$ cat src/rtl/devctl_pkg.sv
package devctl_pkg;

    // word indices (byte offset / 4) of the fixed registers
    localparam int CMD_WORD   = 0;
    localparam int STAT_WORD  = 1;
    localparam int DATA_BASE  = 2;

    // status bit positions
    localparam int ST_BUSY = 0;
    localparam int ST_DONE = 1;
    localparam int ST_ERR  = 2;
    localparam int ST_IE   = 3;

    typedef enum logic [1:0] {
        RD_NONE = 2'd0,
        RD_CMD  = 2'd1,
        RD_STAT = 2'd2,
        RD_DATA = 2'd3
    } rd_sel_e;

endpackage

$ cat src/rtl/devctl_decode.sv
module devctl_decode
    import devctl_pkg::*;
#(
    parameter int ADDR_W = 6,
    parameter int NDATA  = 8,
    localparam int IDX_W = $clog2(NDATA)
) (
    input  logic              clk,
    input  logic              rst_n,
    input  logic              sel_i,
    input  logic              wr_i,
    input  logic [ADDR_W-1:0] addr_i,
    output logic              cmd_we_o,
    output logic              stat_we_o,
    output logic              data_we_o,
    output logic [IDX_W-1:0]  data_idx_o,
    output rd_sel_e           rd_sel_o
);

    localparam int WORD_W = ADDR_W - 2;

    logic [WORD_W-1:0] word;
    logic              hit_cmd;
    logic              hit_stat;
    logic              hit_data;
    logic              do_wr;

    assign word     = addr_i[ADDR_W-1:2];
    assign hit_cmd  = (word == WORD_W'(CMD_WORD));
    assign hit_stat = (word == WORD_W'(STAT_WORD));
    assign hit_data = (word >= WORD_W'(DATA_BASE)) &&
                      (word <  WORD_W'(DATA_BASE + NDATA));
    assign do_wr    = sel_i && wr_i;

    always_comb begin
        cmd_we_o   = do_wr && hit_cmd;
        stat_we_o  = do_wr && hit_stat;
        data_we_o  = do_wr && hit_data;
        data_idx_o = IDX_W'(word - WORD_W'(DATA_BASE));
        if (hit_cmd)       rd_sel_o = RD_CMD;
        else if (hit_stat) rd_sel_o = RD_STAT;
        else if (hit_data) rd_sel_o = RD_DATA;
        else               rd_sel_o = RD_NONE;
    end

    AST_ONE_WRITE_TARGET: assert property (@(posedge clk) disable iff (!rst_n)
        $onehot0({cmd_we_o, stat_we_o, data_we_o}));

endmodule

$ cat src/rtl/devctl_ctrl.sv
module devctl_ctrl
    import devctl_pkg::*;
#(
    parameter int DATA_W = 32
) (
    input  logic              clk,
    input  logic              rst_n,
    input  logic              cmd_we_i,
    input  logic              stat_we_i,
    input  logic [DATA_W-1:0] wdata_i,
    input  logic              dev_done_i,
    input  logic              dev_err_i,
    output logic [DATA_W-1:0] cmd_o,
    output logic [DATA_W-1:0] status_o,
    output logic              start_o,
    output logic              irq_o
);

    typedef struct packed {
        logic [DATA_W-1:0] cmd;
        logic              busy;
        logic              done;
        logic              err;
        logic              ie;
        logic              start;
    } ctrl_t;

    ctrl_t st_d;
    ctrl_t st_q;
    logic  finish;

    assign finish = st_q.busy && dev_done_i;

    always_comb begin
        st_d       = st_q;
        st_d.start = 1'b0;
        if (st_q.busy) begin
            if (dev_done_i) begin
                st_d.busy = 1'b0;
                st_d.done = 1'b1;
                st_d.err  = dev_err_i;
            end
        end else if (cmd_we_i) begin
            st_d.cmd   = wdata_i;
            st_d.busy  = 1'b1;
            st_d.done  = 1'b0;
            st_d.err   = 1'b0;
            st_d.start = 1'b1;
        end
        if (stat_we_i) begin
            st_d.ie = wdata_i[ST_IE];
            if (wdata_i[ST_DONE] && !finish) begin
                st_d.done = 1'b0;
            end
        end
    end

    always_ff @(posedge clk or negedge rst_n) begin
        if (!rst_n) st_q <= '0;
        else        st_q <= st_d;
    end

    always_comb begin
        status_o          = '0;
        status_o[ST_BUSY] = st_q.busy;
        status_o[ST_DONE] = st_q.done;
        status_o[ST_ERR]  = st_q.err;
        status_o[ST_IE]   = st_q.ie;
    end

    assign cmd_o   = st_q.cmd;
    assign start_o = st_q.start;
    assign irq_o   = st_q.done && st_q.ie;

    AST_START_ONE_CYCLE: assert property (@(posedge clk) disable iff (!rst_n)
        start_o |=> !start_o);
    AST_START_MEANS_BUSY: assert property (@(posedge clk) disable iff (!rst_n)
        start_o |-> status_o[ST_BUSY]);
    AST_BUSY_DONE_EXCL: assert property (@(posedge clk) disable iff (!rst_n)
        !(status_o[ST_BUSY] && status_o[ST_DONE]));
    AST_DONE_ON_FINISH: assert property (@(posedge clk) disable iff (!rst_n)
        (status_o[ST_BUSY] && dev_done_i) |=> (status_o[ST_DONE] && !status_o[ST_BUSY]));
    AST_IDLE_DONE_IGNORED: assert property (@(posedge clk) disable iff (!rst_n)
        (!status_o[ST_BUSY] && !cmd_we_i && !stat_we_i) |=> $stable(status_o));
    AST_W1C_DONE: assert property (@(posedge clk) disable iff (!rst_n)
        (stat_we_i && wdata_i[ST_DONE] && !(status_o[ST_BUSY] && dev_done_i)) |=> !irq_o);

endmodule

$ cat src/rtl/devctl_databank.sv
module devctl_databank #(
    parameter int DATA_W = 32,
    parameter int NDATA  = 8,
    localparam int IDX_W = $clog2(NDATA)
) (
    input  logic                    clk,
    input  logic                    rst_n,
    input  logic                    bus_we_i,
    input  logic [IDX_W-1:0]        bus_idx_i,
    input  logic [DATA_W-1:0]       bus_wdata_i,
    input  logic                    dev_we_i,
    input  logic [IDX_W-1:0]        dev_idx_i,
    input  logic [DATA_W-1:0]       dev_wdata_i,
    input  logic [IDX_W-1:0]        rd_idx_i,
    output logic [DATA_W-1:0]       rdata_o,
    output logic [NDATA*DATA_W-1:0] flat_o
);

    logic [NDATA-1:0][DATA_W-1:0] regs_d;
    logic [NDATA-1:0][DATA_W-1:0] regs_q;

    always_comb begin
        regs_d = regs_q;
        if (bus_we_i) regs_d[bus_idx_i] = bus_wdata_i;
        if (dev_we_i) regs_d[dev_idx_i] = dev_wdata_i;  // device applied last: wins a collision
    end

    always_ff @(posedge clk or negedge rst_n) begin
        if (!rst_n) regs_q <= '0;
        else        regs_q <= regs_d;
    end

    assign rdata_o = regs_q[rd_idx_i];

    for (genvar g = 0; g < NDATA; g++) begin : g_flat
        assign flat_o[g*DATA_W +: DATA_W] = regs_q[g];
    end

    AST_DEV_WINS: assert property (@(posedge clk) disable iff (!rst_n)
        (dev_we_i && bus_we_i && (dev_idx_i == bus_idx_i))
        |=> (flat_o[$past(dev_idx_i)*DATA_W +: DATA_W] == $past(dev_wdata_i)));

endmodule

$ cat src/rtl/devctl_regs.sv
module devctl_regs
    import devctl_pkg::*;
#(
    parameter int ADDR_W = 6,
    parameter int DATA_W = 32,
    parameter int NDATA  = 8,
    localparam int IDX_W = $clog2(NDATA)
) (
    input  logic                    clk,
    input  logic                    rst_n,
    input  logic                    bus_sel,
    input  logic                    bus_wr,
    input  logic [ADDR_W-1:0]       bus_addr,
    input  logic [DATA_W-1:0]       bus_wdata,
    output logic [DATA_W-1:0]       bus_rdata,
    output logic                    irq,
    output logic                    dev_start,
    output logic [DATA_W-1:0]       dev_cmd,
    input  logic                    dev_done,
    input  logic                    dev_err,
    input  logic                    dev_wr,
    input  logic [IDX_W-1:0]        dev_wr_idx,
    input  logic [DATA_W-1:0]       dev_wr_data,
    output logic [NDATA*DATA_W-1:0] dev_data
);

    logic              cmd_we;
    logic              stat_we;
    logic              data_we;
    logic [IDX_W-1:0]  data_idx;
    rd_sel_e           rd_sel;
    logic [DATA_W-1:0] status_w;
    logic [DATA_W-1:0] data_rd;

    devctl_decode #(.ADDR_W(ADDR_W), .NDATA(NDATA)) u_decode (
        .clk        (clk),
        .rst_n      (rst_n),
        .sel_i      (bus_sel),
        .wr_i       (bus_wr),
        .addr_i     (bus_addr),
        .cmd_we_o   (cmd_we),
        .stat_we_o  (stat_we),
        .data_we_o  (data_we),
        .data_idx_o (data_idx),
        .rd_sel_o   (rd_sel)
    );

    devctl_ctrl #(.DATA_W(DATA_W)) u_ctrl (
        .clk        (clk),
        .rst_n      (rst_n),
        .cmd_we_i   (cmd_we),
        .stat_we_i  (stat_we),
        .wdata_i    (bus_wdata),
        .dev_done_i (dev_done),
        .dev_err_i  (dev_err),
        .cmd_o      (dev_cmd),
        .status_o   (status_w),
        .start_o    (dev_start),
        .irq_o      (irq)
    );

    devctl_databank #(.DATA_W(DATA_W), .NDATA(NDATA)) u_bank (
        .clk         (clk),
        .rst_n       (rst_n),
        .bus_we_i    (data_we),
        .bus_idx_i   (data_idx),
        .bus_wdata_i (bus_wdata),
        .dev_we_i    (dev_wr),
        .dev_idx_i   (dev_wr_idx),
        .dev_wdata_i (dev_wr_data),
        .rd_idx_i    (data_idx),
        .rdata_o     (data_rd),
        .flat_o      (dev_data)
    );

    always_comb begin
        unique case (rd_sel)
            RD_CMD:  bus_rdata = dev_cmd;
            RD_STAT: bus_rdata = status_w;
            RD_DATA: bus_rdata = data_rd;
            default: bus_rdata = '0;
        endcase
    end

    AST_CMD_HELD_WHILE_BUSY: assert property (@(posedge clk) disable iff (!rst_n)
        (bus_sel && bus_wr && (bus_addr[ADDR_W-1:2] == '0) && status_w[ST_BUSY])
        |=> ($stable(dev_cmd) && !dev_start));
    AST_IRQ_NEEDS_ENABLE: assert property (@(posedge clk) disable iff (!rst_n)
        irq |-> (status_w[ST_IE] && status_w[ST_DONE]));

endmodule

$ cat config.mk
export PLATFORM = sky130hd
export DESIGN_NAME = devctl_regs
export DESIGN_NICKNAME = d
export VERILOG_FILES = /design/src/rtl/devctl_pkg.sv /design/src/rtl/devctl_decode.sv /design/src/rtl/devctl_ctrl.sv /design/src/rtl/devctl_databank.sv /design/src/rtl/devctl_regs.sv
export SDC_FILE = /design/constraint.sdc
export NUM_CORES = 1
export LEC_CHECK = 0
export BUFFER_PORTS_ARGS = -buffer_cell sky130_fd_sc_hd__buf_2
export CORE_UTILIZATION = 59
export CTS_CLUSTER_SIZE = 12
export DETAILED_ROUTE_END_ITERATION = 10
export PLACE_DENSITY = 0.95
export SLEW_MARGIN = 0
export SYNTH_ARGS = -nofsm -noshare
export SYNTH_HDL_FRONTEND = slang
export SYNTH_SLANG_ARGS = --single-unit
$ cat constraint.sdc
create_clock -name clk -period 9.85 [get_ports clk]
set_input_delay 1.97 -clock clk [delete_from_list [all_inputs] [get_ports clk]]
set_output_delay 1.97 -clock clk [all_outputs]
set_load 0.005 [all_outputs]
======== Word level (Yosys, flattened, before mapping) ========
Index checks and enable logic that the tools add are counted.
storage, ports and cells
  register bits ........................... 293
  bits of input ports ..................... 80
  output and inout bits ................... 322
operators by class
  add/subtract/negate cells ............... 1
  magnitude comparators ................... 6
  equal/unequal tests ..................... 5
  mux-type cells .......................... 21
  bitwise gates (word level) .............. 1
  reduce and logical (&&, ||, !) cells .... 15
operators by type and width
  cell                                                        number
  bitwise mux 256 bit                                         2
  2-to-1 mux 256 bit                                          2
  demux 32 bit (select 3 bit)                                 2
  binary-select mux 32 bit (select 3 bit)                     1
  2-to-1 mux 32 bit                                           3
  one-hot mux 32 bit (3 select lines)                         1
  logical AND 1 bit                                           10
  2-to-1 mux 3 bit                                            3
  less-than comparator 3 x 4 -> 1 bit, second input constant  2
  >= comparator 3 x 1 -> 1 bit, second input constant         2
  2-to-1 mux 2 bit                                            3
  == test 2 bit, second input constant                        2
  == test 4 x 1 -> 1 bit, second input constant               1
  >= comparator 4 x 2 -> 1 bit, second input constant         1
  logical NOT 4 bit                                           1
  less-than comparator 4 bit, second input constant           1
  2-to-1 mux 1 bit                                            4
  AND reduction 2 bit                                         2
  subtractor 3 x 2 -> 3 bit, second input constant            1
  == test 2 x 1 -> 1 bit, second input constant               1
  inequality test 2 bit, second input constant                1
  nonzero test 2 bit                                          1
  logical NOT 1 bit                                           1
  NOT 1 bit                                                   1

======== Logic depth before layout (Yosys ltp) ========
Gate-level depths: netlist (run 1).
  depth in word-level cells ............... 9
  mapped depth ............................ 11
  depth with buffers taken out ............ 6

======== By module ========
From an unflattened synthesis (run 1), not the netlist that was laid out.
second synthesis, totals
  cells, all modules ...................... 1509
  area total of the unflattened synthesis .. 17071.4 µm²
modules (own cells, without submodules)
  module           times used  cells each  area each (µm²)  sequential area each (µm²)
  devctl_databank  1           1306        14333.7          6406.1
  devctl_ctrl      1           112         1747.9           925.9
  devctl_regs      1           77          899.6            0.0
  devctl_decode    1           14          90.1             0.0

======== Worst setup path before layout (run 1) ========
No wires, ideal clock.
  kind .................................... input port to output port
  start ................................... input port bus_addr[3]
  end ..................................... output port bus_rdata[2]
  data arrival time ....................... 3.903 ns
  path slack .............................. 3.977 ns
  stages .................................. 10
  cells stage by stage .................... buf_4 > buf_4 > buf_4 > inv_1 > ha_1 > clkbuf_1 > or2b_1 > a211oi_1 > or4_1 > o21ai_0
on the way
  cells in the longest elaborated chain, start to end .. 7
  elaborated cells on any way between the ends .. 15
  those cells by class .................... add/sub (1); order compare (2); eq/ne (4); mux (6); reduce/logical (2)
ends and longest elaborated chain
  item                                                                               line                                      RTL
  from (decl)                                                                        devctl_regs.sv:13                         input logic [ADDR_W-1:0] bus_addr,
  >= comparator 4 x 2 -> 1 bit / less-than comparator 4 bit (equally long branches)  devctl_decode.sv:31, devctl_decode.sv:32
  logical AND 1 bit                                                                  devctl_decode.sv:31                       assign hit_data = (word >= WORD_W'(DATA_BASE)) &&
  2-to-1 mux 2 bit                                                                   devctl_decode.sv:42                       else if (hit_data) rd_sel_o = RD_DATA;
  2-to-1 mux 2 bit                                                                   devctl_decode.sv:41                       else if (hit_stat) rd_sel_o = RD_STAT;
  2-to-1 mux 2 bit                                                                   devctl_decode.sv:40                       if (hit_cmd) rd_sel_o = RD_CMD;
  == test 2 bit / == test 2 x 1 -> 1 bit (equally long branches)                     devctl_regs.sv:77                         unique case (rd_sel)
  one-hot mux 32 bit (3 select lines) (*)                                            devctl_regs.sv:77
  to (decl)                                                                          devctl_regs.sv:15                         output logic [DATA_W-1:0] bus_rdata,
Mark *: on every way between the ends. The rest lies on a longest branch, timed or not. The select of a mux whose other input is x is not followed.

======== Worst setup path after layout (run 1) ========
  start ................................... input port bus_addr[3]
  end ..................................... output port bus_rdata[18]
Same word-level chain as after synthesis.

==> metrics.md, run 1 <==
| Metric | Value |
|---|---|
| Max Fclk | `125 MHz` |
| Hold-fix buffers at CTS | `0` |
| Distinct cells, synth | `42` |
| R2R Setup Slk | `7.61 ns` |
| Slew Viols, Final | `0` |
| CTS tree | `yes` |
| Routed len/inst | `26.6 µm` |
| Design Area, Final | `between 0.015 and 0.02 mm²` |
| Post-Syn Instances | `1,637` |
| Filler Cell Count | `1,801` |
| Synth Area in Compound Gates | `0.184` |
| Setup_tns | `0 ns` |
| FP Rows | `60` |
| Worst EP arrival | `just over 6 ns` |
| Routability congestion estimate | `just under 0.9` |
| Clock tree buffer depth | `3` |
| Net count after synthesis | `about 1.7k` |
| Post-CTS Setup Bufs | `0` |
| IO buf count | `roughly 400` |
| H-tree depth | `1` |
| Via density | `6.94` |
| R2r startpoint | `u_ctrl.status_o[0]` |
| RSZ-0062 raised after global routing | `false` |
| Clk_lat worst skew | `roughly 0.56 ns` |
| Startpoint Class | `primary input` |
| Die Y | `169 µm` |
| Post-Syn Area | `approximately 0.016 mm²` |
| Post-synth top area share | `0.446` |
| VDD IR max | `0.215 mV` |
| Ports | `402` |
| Starting Density | `0.606` |
| DRT Pass-1 Iters | `8` |
| Vias in the first global route | `15.8k` |
| Nature of the critical path endpoint | `primary output` |
| Avg Inst Size Synth | `10.0 µm²` |
| Worst r2r dst | `u_ctrl.cmd_o[6]` |
| Total grt overflow | `0` |
| Synthesis Warnings | `0` |
| DRC | `0` |
| Resized cells post-CTS | `0` |
| Simple-Gate Fraction of Synth Area | `0.107` |
| Placed cell area | `about 0.018 mm²` |
| HPWL Detailed | `~37 mm` |
| CTS Buf Count | `31` |
| Worst-Margin Slew | `about 1.2 ns` |
| #FFs+latches synth | `approximately 290` |
| Area grow syn2layout | `17.5%` |
| Post-synthesis mux area share | `0.209` |
| Adder and majority gate portion of the synthesized area | `0.00305` |
| HP Start | `u_ctrl.cmd_o[2]` |
| Synth async-reset ratio | `1.00` |
| Final wirelength | `61.6 mm` |
| Yosys top cell by area | `dfrtp_1` |
| Vias | `between 15k and 20k` |
| DR iter-0 viols | `2,346` |
| Clock skew | `about 0.012 ns` |
| Slew headroom | `0.176` |
| Largest net degree at the start of global routing | `~150` |
| Most frequent cell after synthesis | `dfrtp_1` |
| Worst hold path depth | `1` |
| Core area | `~0.027 mm²` |
| Combinational family with the most area after synthesis | `multiplexers` |
| Ys flop type | `dfrtp_1` |
| Worst Reg2Reg Path Length in Cells | `3` |
| # nets final | `2,004` |
| Sequential-to-total area share from yosys stat | `0.446` |
| Crit Path Max Fanout | `43` |
| Synth top cells by count | `dfrtp_1, a21oi_1, mux2i_1, clkbuf_1, nor2_1` |
| Power Dens Cells | `205 mW/mm²` |
| Worst hold path class | `reg -> reg` |
| CTS root buf | `clkbuf_16` |
| Chip Width | `about 170 µm` |
| Global-route wire length before repair | `slightly above 90 mm` |
| Die area | `0.0285 mm²` |
| Total GRT Usage | `0.430` |
| Crit path time final | `8.00 ns` |
| Final Hold Violating Endpoints | `0` |
| Share of cells above drive strength 1 | `0.315` |
| Max-capacitance violation count | `0` |
| Antenna violations before repair | `2` |
| Final setup fails | `0` |
| Final period util | `0.813` |
| Clk pin slew, worst setup/hold paths | `0.06 ns` |
| Endpoint, Worst Hold | `u_ctrl.cmd_o[2]` |
| CTS sink cnt | `293` |
| Leak pwr | `9.20 nW` |
| Outcome | `finished clean` |
| Post-Synth XOR/XNOR Area | `0` |
| EDFF count, synth | `0` |
| Post-detailed-route count of antenna-violating nets | `0` |
| Kind of critical path | `in -> out` |
| Critical Path RT | `7.88 ns` |
| Synth area leaders | `dfrtp_1, mux2i_1, a21oi_1` |
layout by cell type, fill, tap and decap left out, types with 32 or more instances in the layout:
master / Yosys / routed
and2_1: 97 / 97
o21ai_1: 32 / 32
mux4_2: 32 / 32
mux2_2: 95 / 95
a21oi_1: 287 / 287
nor2_1: 111 / 111
buf_2: 28 / 396
a211oi_1: 98 / 98
mux2i_1: 164 / 164
o21ai_0: 34 / 34
nand2_1: 103 / 100
dfrtp_1: 293 / 293
registers in the layout, indices dropped and copies added (netlist names):
signal / flops
u_ctrl.start_o: 1
u_bank.flat_o: 256
u_ctrl.status_o: 4
u_ctrl.cmd_o: 32
cell type report:
cell class / count / area (µm²) / area share
inverter: 3 / 11.3 / 0.000583
multi-input combinational: 1173 / 8390 / 0.435
clock buffer: 46 / 872 / 0.0452
antenna: 2 / 5.00 / 0.000259
timing repair buffer: 418 / 2170 / 0.112
tap: 372 / 465 / 0.0241
sequential: 293 / 7330 / 0.380
clock inverter: 7 / 62.6 / 0.00324
cells by family after synthesis:
logic type      Yosys count
flops                   293
buf+inv                 171
compound gates          519
simple gates            359
fa+ha+maj                 4
mux                     291
how the worst max path moves through the flow:
stage | startpoint | endpoint | slack (ns) | cells past startpoint
2_1_floorplan | bus_addr[3] | bus_rdata[2] | 3.98 | 10
3_3_place_gp | bus_addr[3] | bus_rdata[18] | 2.26 | 9
3_5_place_dp | bus_addr[3] | bus_rdata[18] | 2.17 | 9
4_1_cts | bus_addr[3] | bus_rdata[18] | 2.15 | 9
5_1_grt | bus_addr[3] | bus_rdata[18] | 1.70 | 9
6_report | bus_addr[3] | bus_rdata[18] | 1.85 | 9
critical path, stage by stage:
cell and delay [ns]:
buf_4 0.73, inv_1 0.16, ha_2 0.78, buf_4 0.44
nand2b_1 0.79, buf_4 0.33, o22ai_1 0.09, o31ai_1 0.48
buf_2 0.22
metal layers:
metal / global-route usage / wire length (µm) / share of wire / up-vias
met5: 0 / 13 / 0.00021 / -
met4: 0.317 / 5130 / 0.083 / 2
met3: 0.154 / 8580 / 0.14 / 440
met2: 0.657 / 27300 / 0.44 / 1510
met1: 0.500 / 20500 / 0.33 / 7603
li1: - / - / - / 6514
where the power goes:
group,internal (mW),switching [mW]
logic,0.529,0.580
clock network,0.631,0.487
registers,1.47,0.260
stage by stage:
stage                     utilization  worst slack [ns]  std cells  hold WS (ns)  total power [mW]
after floorplan                     -              3.98       1637         0.493              2.21
after global placement          0.678              2.26       2259         0.509              2.71
after detailed placement        0.678              2.17       2259         0.519              2.78
after CTS                       0.712              2.15       2312         0.532              3.90
after global routing            0.712              1.70       2313         0.547              4.09
final                           0.712              1.85       2314         0.532              3.96
No activity file was read; power rests on OpenSTA's default activity.
==> run 2, diff against run 1 <==
--- a/config.mk
+++ b/config.mk
@@ -6,10 +6,10 @@
 export NUM_CORES = 1
 export LEC_CHECK = 0
 export BUFFER_PORTS_ARGS = -buffer_cell sky130_fd_sc_hd__buf_2
-export CORE_UTILIZATION = 59
+export CORE_UTILIZATION = 54
 export CTS_CLUSTER_SIZE = 12
 export DETAILED_ROUTE_END_ITERATION = 10
-export PLACE_DENSITY = 0.95
+export PLACE_DENSITY = 0.92
 export SLEW_MARGIN = 0
 export SYNTH_ARGS = -nofsm -noshare
 export SYNTH_HDL_FRONTEND = slang
==> constraint.sdc (replaced) <==
create_clock -name clk -period 8.1 [get_ports clk]
set_input_delay 1.62 -clock clk [delete_from_list [all_inputs] [get_ports clk]]
set_output_delay 1.62 -clock clk [all_outputs]
set_load 0.005 [all_outputs]
==> run 2 against run 1 <==
Clock skew rose by 0.0035 ns; via count is 1.6% lower; first-iteration DRC count is 13% lower; sequential power up 21%; setup slack got worse by 0.42 ns; power rose by 23%; sequential cell count unchanged; register-to-register slack got worse by 1.7 ns; cell area rose by 0.58%; combinational power grew 20%; non-clock buffer count grew 1; die area is 9.1% higher; largest power group unchanged.
==> metrics.md, run 2 (synthesis results as in run 1) <==
| Metric | Value |
|---|---|
| Via density | `approximately 6.8` |
| Worst Reg2Reg Path Length in Cells | `2` |
| Area grow syn2layout | `18.2%` |
| Largest net degree at the start of global routing | `176` |
| Final wirelength | `61.0 mm` |
| Nature of the critical path endpoint | `primary output` |
| R2r startpoint | `u_ctrl.status_o[0]` |
| Startpoint Class | `primary input` |
| R2R Setup Slk | `5.87 ns` |
| Clk network pwr share | `0.298` |
| RSZ-0062 raised after global routing | `false` |
| DRC | `0` |
| DRT Pass-1 Iters | `6` |
| Buf+Inv Stages, Crit Path | `3` |
| Final period util | `0.824` |
| Max Fclk | `150 MHz` |
| HP Start | `u_ctrl.cmd_o[18]` |
| Total GRT Usage | `0.387` |
| Routed len/inst | `26.1 µm` |
| Leak pwr | `9.24 nW` |
| Comb pwr share | `0.271` |
| Die area | `0.0311 mm²` |
| Placed cells | `2,278` |
| Clk_lat worst skew | `0.57 ns` |
| Crit Path Max Fanout | `24` |
| CTS Buf Count | `31` |
| Filler Cell Count | `between 2k and 2.5k` |
| Vias | `15.8k` |
| Outcome | `finished clean` |
| Final Hold Violating Endpoints | `0` |
| Worst-Margin Slew | `1.31 ns` |
| HPWL Detailed | `37.4 mm` |
| Slowest stage delay, CP | `1.01 ns` |
| Slew Viols, Final | `0` |
| Chip Width | `approximately 180 µm` |
| Hold-fix buffers at CTS | `0` |
| Sw power | `between 1.5 and 2 mW` |
| CTS root buf | `clkbuf_16` |
| Part of the power in registers | `0.430` |
| Share of cells above drive strength 1 | `0.316` |
| IO buf count | `approximately 400` |
| Post-CTS Setup Bufs | `0` |
| Crit path time final | `6.68 ns` |
| Non-Filler Instances | `between 2k and 2.5k` |
| Global-route wire length before repair | `between 90 and 100 mm` |
| Worst hold path depth | `1` |
| Routability congestion estimate | `0.870` |
| Slew headroom | `0.123` |
| Starting Density | `0.551` |
| FP Rows | `63` |
| Setup_tns | `0 ns` |
| Power Dens Cells | `252 mW/mm²` |
| Vias in the first global route | `15.4k` |
| Worst r2r dst | `u_ctrl.cmd_o[20]` |
| Sw Ratio | `0.327` |
| Start point of the critical path | `bus_addr[3]` |
| Clock tree buffer depth | `3` |
| Internal power | `3.29 mW` |
| Endpoint, Worst Hold | `u_ctrl.cmd_o[18]` |
| H-tree depth | `1` |
| Most frequent cells in the layout | `buf_2, dfrtp_1, a21oi_1, mux2i_1, nor2_1` |
| CTS tree | `yes` |
| Clk pin slew, worst setup/hold paths | `0.06 ns` |
| Total grt overflow | `0` |
| Total chip power | `4.89 mW` |
| Critical Path RT | `6.48 ns` |
| DR iter-0 viols | `2,032` |
| CTS sink cnt | `slightly below 300` |
| Commonest non-fill, non-tap cell in the layout | `buf_2` |
| Final setup fails | `0` |
| Worst hold path class | `reg -> reg` |
| Max-capacitance violation count | `0` |
| Ports | `402` |
| Kind of critical path | `in -> out` |
| CP max stage cell | `nand2b_1` |
| Delay-heaviest family, CP | `simple AND/OR/NAND/NOR gates` |
| Die Y | `176 µm` |
| Cell Chain, Critical Path | `buf_4 -> inv_1 -> ha_2 -> nand2b_1 -> o22ai_1 -> o31ai_1 -> buf_2` |
| Max reg flops | `256` |
| Antenna violations before repair | `1` |
| # nets final | `about 2.0k` |
| Clock skew | `0.0154 ns` |
| Core area | `0.0298 mm²` |
| VDD IR max | `0.183 mV` |
| Post-detailed-route count of antenna-violating nets | `0` |
| Resized cells post-CTS | `0` |
| Worst EP arrival | `between 5 and 6 ns` |
[run 2: worst max path at each step]
stage                          endpoint  cells past startpoint
after floorplan            bus_rdata[2]                     10
after global placement     bus_rdata[0]                      7
after detailed placement  bus_rdata[22]                      8
after CTS                 bus_rdata[22]                      8
after global routing      bus_rdata[27]                      7
final                     bus_rdata[26]                      7
[run 2: final cells by class]
cell class	count	area, µm²	area share
Antenna cell	3	7.51	0.000387
Inverter	3	11.3	0.000580
Tap cell	390	488	0.0251
Clock buffer	49	913	0.0470
Timing Repair Buffer	419	2170	0.112
Multi-Input combinational cell	1173	8390	0.432
Sequential cell	293	7330	0.378
Clock inverter	5	100	0.00515
[run 2: stage by stage]
| step | util | instance area [µm²] | hold WS (ns) | setup slack [ns] |
|---|---|---|---|---|
| after detailed placement | 0.617 | 18400 | 0.518 | 1.71 |
| after floorplan | - | 16400 | 0.493 | 2.93 |
| final | 0.652 | 19400 | 0.531 | 1.42 |
| after global routing | 0.652 | 19400 | 0.552 | 1.37 |
| after CTS | 0.651 | 19400 | 0.531 | 1.70 |
| after global placement | 0.617 | 18400 | 0.508 | 1.77 |
[run 2: power by group through the flow]
stage	Clock (mW)	Combinational, mW	Sequential, mW
after floorplan	0	0.636	2.06
after detailed placement	0	1.28	2.10
after CTS	1.46	1.29	2.08
after global placement	0	1.23	2.08
after global routing	1.51	1.43	2.12
final	1.46	1.33	2.10
[run 2: per-layer routing]
metal | vias up | wire (µm) | track usage
li1 | 6506 | - | -
met1 | 7595 | 21100 | 0.459
met2 | 1367 | 27400 | 0.601
met3 | 336 | 8020 | 0.124
met4 | 0 | 4440 | 0.261
met5 | - | 0 | 0
==> run 3, diff against run 2 <==
--- a/config.mk
+++ b/config.mk
@@ -5,11 +5,12 @@
 export SDC_FILE = /design/constraint.sdc
 export NUM_CORES = 1
 export LEC_CHECK = 0
+export ABC_AREA = 1
 export BUFFER_PORTS_ARGS = -buffer_cell sky130_fd_sc_hd__buf_2
-export CORE_UTILIZATION = 54
+export CORE_UTILIZATION = 56
 export CTS_CLUSTER_SIZE = 12
 export DETAILED_ROUTE_END_ITERATION = 10
-export PLACE_DENSITY = 0.92
+export PLACE_DENSITY = 0.93
 export SLEW_MARGIN = 0
 export SYNTH_ARGS = -nofsm -noshare
 export SYNTH_HDL_FRONTEND = slang
==> constraint.sdc (replaced) <==
create_clock -name clk -period 6.7 [get_ports clk]
set_input_delay 1.34 -clock clk [delete_from_list [all_inputs] [get_ports clk]]
set_output_delay 1.34 -clock clk [all_outputs]
set_load 0.005 [all_outputs]
==> run 3 against run 2 <==
Power grew 35%; area after synthesis grew 9.9%; wire length grew 25%; cell count grew 48%; largest cell class unchanged; setup slack lost 0.13 ns; sequential share of layout area shrank 3.0 points; sequential cell count is the same.
==> metrics.md, run 3 <==
| Metric | Value |
|---|---|
| Starting Density | `0.571` |
| Area grow syn2layout | `16.9%` |
| DRT Pass-1 Iters | `6` |
| Slew Viols, Final | `0` |
| Core area | `0.0316 mm²` |
| Resized cells post-CTS | `0` |
| Synth top cells by count | `nand2_1, o21ai_0, dfrtp_1, inv_1, nand3_1` |
| HPWL Detailed | `48.9 mm` |
| Largest net degree at the start of global routing | `roughly 130` |
| Via density | `6.29` |
| Die Y | `182 µm` |
| Vias in the first global route | `20.1k` |
| Post-CTS Setup Bufs | `0` |
| Die area | `~0.033 mm²` |
| Final WS setup | `~1.3 ns` |
| Avg Inst Size Synth | `between 6 and 7 µm²` |
| Critical Path RT | `5.36 ns` |
| Final Hold Violating Endpoints | `0` |
| Clk_lat worst skew | `0.53 ns` |
| Clock skew | `0.0166 ns` |
| #FFs+latches synth | `293` |
| Total chip power | `between 6 and 7 mW` |
| Worst EP arrival | `4.06 ns` |
| Startpoint Class | `primary input` |
| Synth area leaders | `dfrtp_1, nand2_1, o21ai_0` |
| Most frequent cells in the layout | `nand2_1, buf_2, o21ai_0, dfrtp_1, inv_1` |
| Max Fclk | `between 150 and 200 MHz` |
| Routed len/inst | `22.2 µm` |
| Antenna violations before repair | `5` |
| Final wirelength | `76.3 mm` |
| Distinct cells, synth | `22` |
| Max-capacitance violation count | `0` |
| Post-synth top area share | `0.406` |
| Total grt overflow | `0` |
| DRC | `0` |
| EDFF count, synth | `0` |
| Post-detailed-route count of antenna-violating nets | `0` |
| Vias | `21.7k` |
| Yosys top cell by area | `dfrtp_1` |
| VDD IR max | `approximately 0.19 mV` |
| Global-route wire length before repair | `115 mm` |
| Post-Syn Instances | `2,755` |
| Hold-fix buffers at CTS | `0` |
| Clock tree buffer depth | `3` |
| Chip Width | `182 µm` |
| Final period util | `0.806` |
| Share of cells above drive strength 1 | `0.164` |
| CTS root buf | `clkbuf_16` |
| Slew headroom | `0.140` |
| IO buf count | `399` |
| Leak pwr | `about 12 nW` |
| Sequential-to-total area share from yosys stat | `0.406` |
| Placed cell area | `approximately 0.020 mm²` |
| Synthesis Warnings | `0` |
| Net count after synthesis | `between 2k and 3k` |
| Routability congestion estimate | `approximately 0.98` |
| Synth async-reset ratio | `1.00` |
| Commonest non-fill, non-tap cell in the layout | `nand2_1` |
| Crit Path Max Fanout | `37` |
| FP Rows | `65` |
| RSZ-0062 raised after global routing | `false` |
| Nature of the critical path endpoint | `primary output` |
| DR iter-0 viols | `about 3.8k` |
| Setup_tns | `0 ns` |
| Kind of critical path | `in -> out` |
| Total GRT Usage | `0.454` |
| Design Area, Final | `about 0.021 mm²` |
| Most frequent cell after synthesis | `nand2_1` |
| Post-Syn Area | `approximately 0.018 mm²` |
| Crit path time final | `between 5 and 6 ns` |
| CTS sink cnt | `about 290` |
| Max reg flops | `256` |
| Ports | `~400` |
| Worst slack, placed | `1.60 ns` |
| H-tree depth | `2` |
| Final setup fails | `0` |
| Worst-Margin Slew | `1.29 ns` |
| Clk pin slew, worst setup/hold paths | `0.05 ns` |
| Power Dens Cells | `between 300 and 400 mW/mm²` |
| CTS tree | `yes` |
| Worst hold path class | `reg -> reg` |
| WHS | `0.512 ns` |
| Ys flop type | `dfrtp_1` |
| CTS Buf Count | `34` |
| # nets final | `3,105` |
| Outcome | `finished clean` |
==> run 3: cell count changes after synthesis, moves of 95 or more <==
cell,before,now
a21oi_1,287,69
nand2_1,103,909
nand3_1,5,267
and2_1,97,0
a211oi_1,98,0
inv_1,3,274
mux2_2,95,0
o21ai_0,34,385
mux2i_1,164,0
==> run 3: per-stage QoR <==
stage / cells / util
detailed placement: 3387 / 0.633
global route: 3444 / 0.667
CTS: 3441 / 0.667
floorplan: 2755 / -
global placement: 3387 / 0.633
finish: 3445 / 0.667
==> run 3: cell families (layout without fill, tap and decap cells) <==
logic type	Yosys count	after routing	share of synthesized area
DFF	293	293	0.406
adders and majority gates	4	4	0.00277
buffers and inverters	479	763	0.105
other	0	4	0
AOI/OAI and AO/OA	582	582	0.167
and+or+nand+nor	1397	1397	0.319
==> run 3: power breakdown <==
group	internal [mW]	switching (mW)
clock network	1.09	0.774
logic	0.821	1.28
registers	2.20	0.430
total	4.11	2.48
==> run 3: worst max-delay path: stages <==
cell and delay (ns):
buf_2 0.15, inv_2 0.08, ha_2 1.05, o21ai_0 0.23
o21ai_0 0.76, o21ai_0 0.23, buf_2 0.18
==> run 3: final cells by class <==
cell class	instances	area [µm²]
Clock inverter	4	48.8
Inverter	278	1050
Sequential cell	293	7330
Fill cell	2741	10500
Multi-Input combinational cell	1983	8870
Timing Repair Buffer	431	2290
Antenna cell	4	10.0
Tap cell	402	503
Clock buffer	50	1020
==> run 3: routing by layer <==
layer / track usage / part of all wire / vias up
met5: 0 / 0.00029 / -
met2: 0.656 / 0.42 / 1932
met1: 0.595 / 0.35 / 9922
met4: 0.266 / 0.061 / 2
li1: - / - / 9437
met3: 0.147 / 0.16 / 364
==> run 3: worst paths after layout <==
check	start	to	slack, ns	cells past startpoint
setup / recovery	bus_addr[3]	bus_rdata[12]	1.30	7
hold / removal	u_ctrl.cmd_o[11]	u_ctrl.cmd_o[11]	0.51	2
setup reg to reg	u_ctrl.status_o[0]	u_ctrl.status_o[1]	5.03	5
hold reg to reg	u_ctrl.cmd_o[11]	u_ctrl.cmd_o[11]	0.51	2
max in group asynchronous	rst_n	u_bank.flat_o[126]	4.40	2
min in group asynchronous	rst_n	u_bank.flat_o[249]	0.86	1
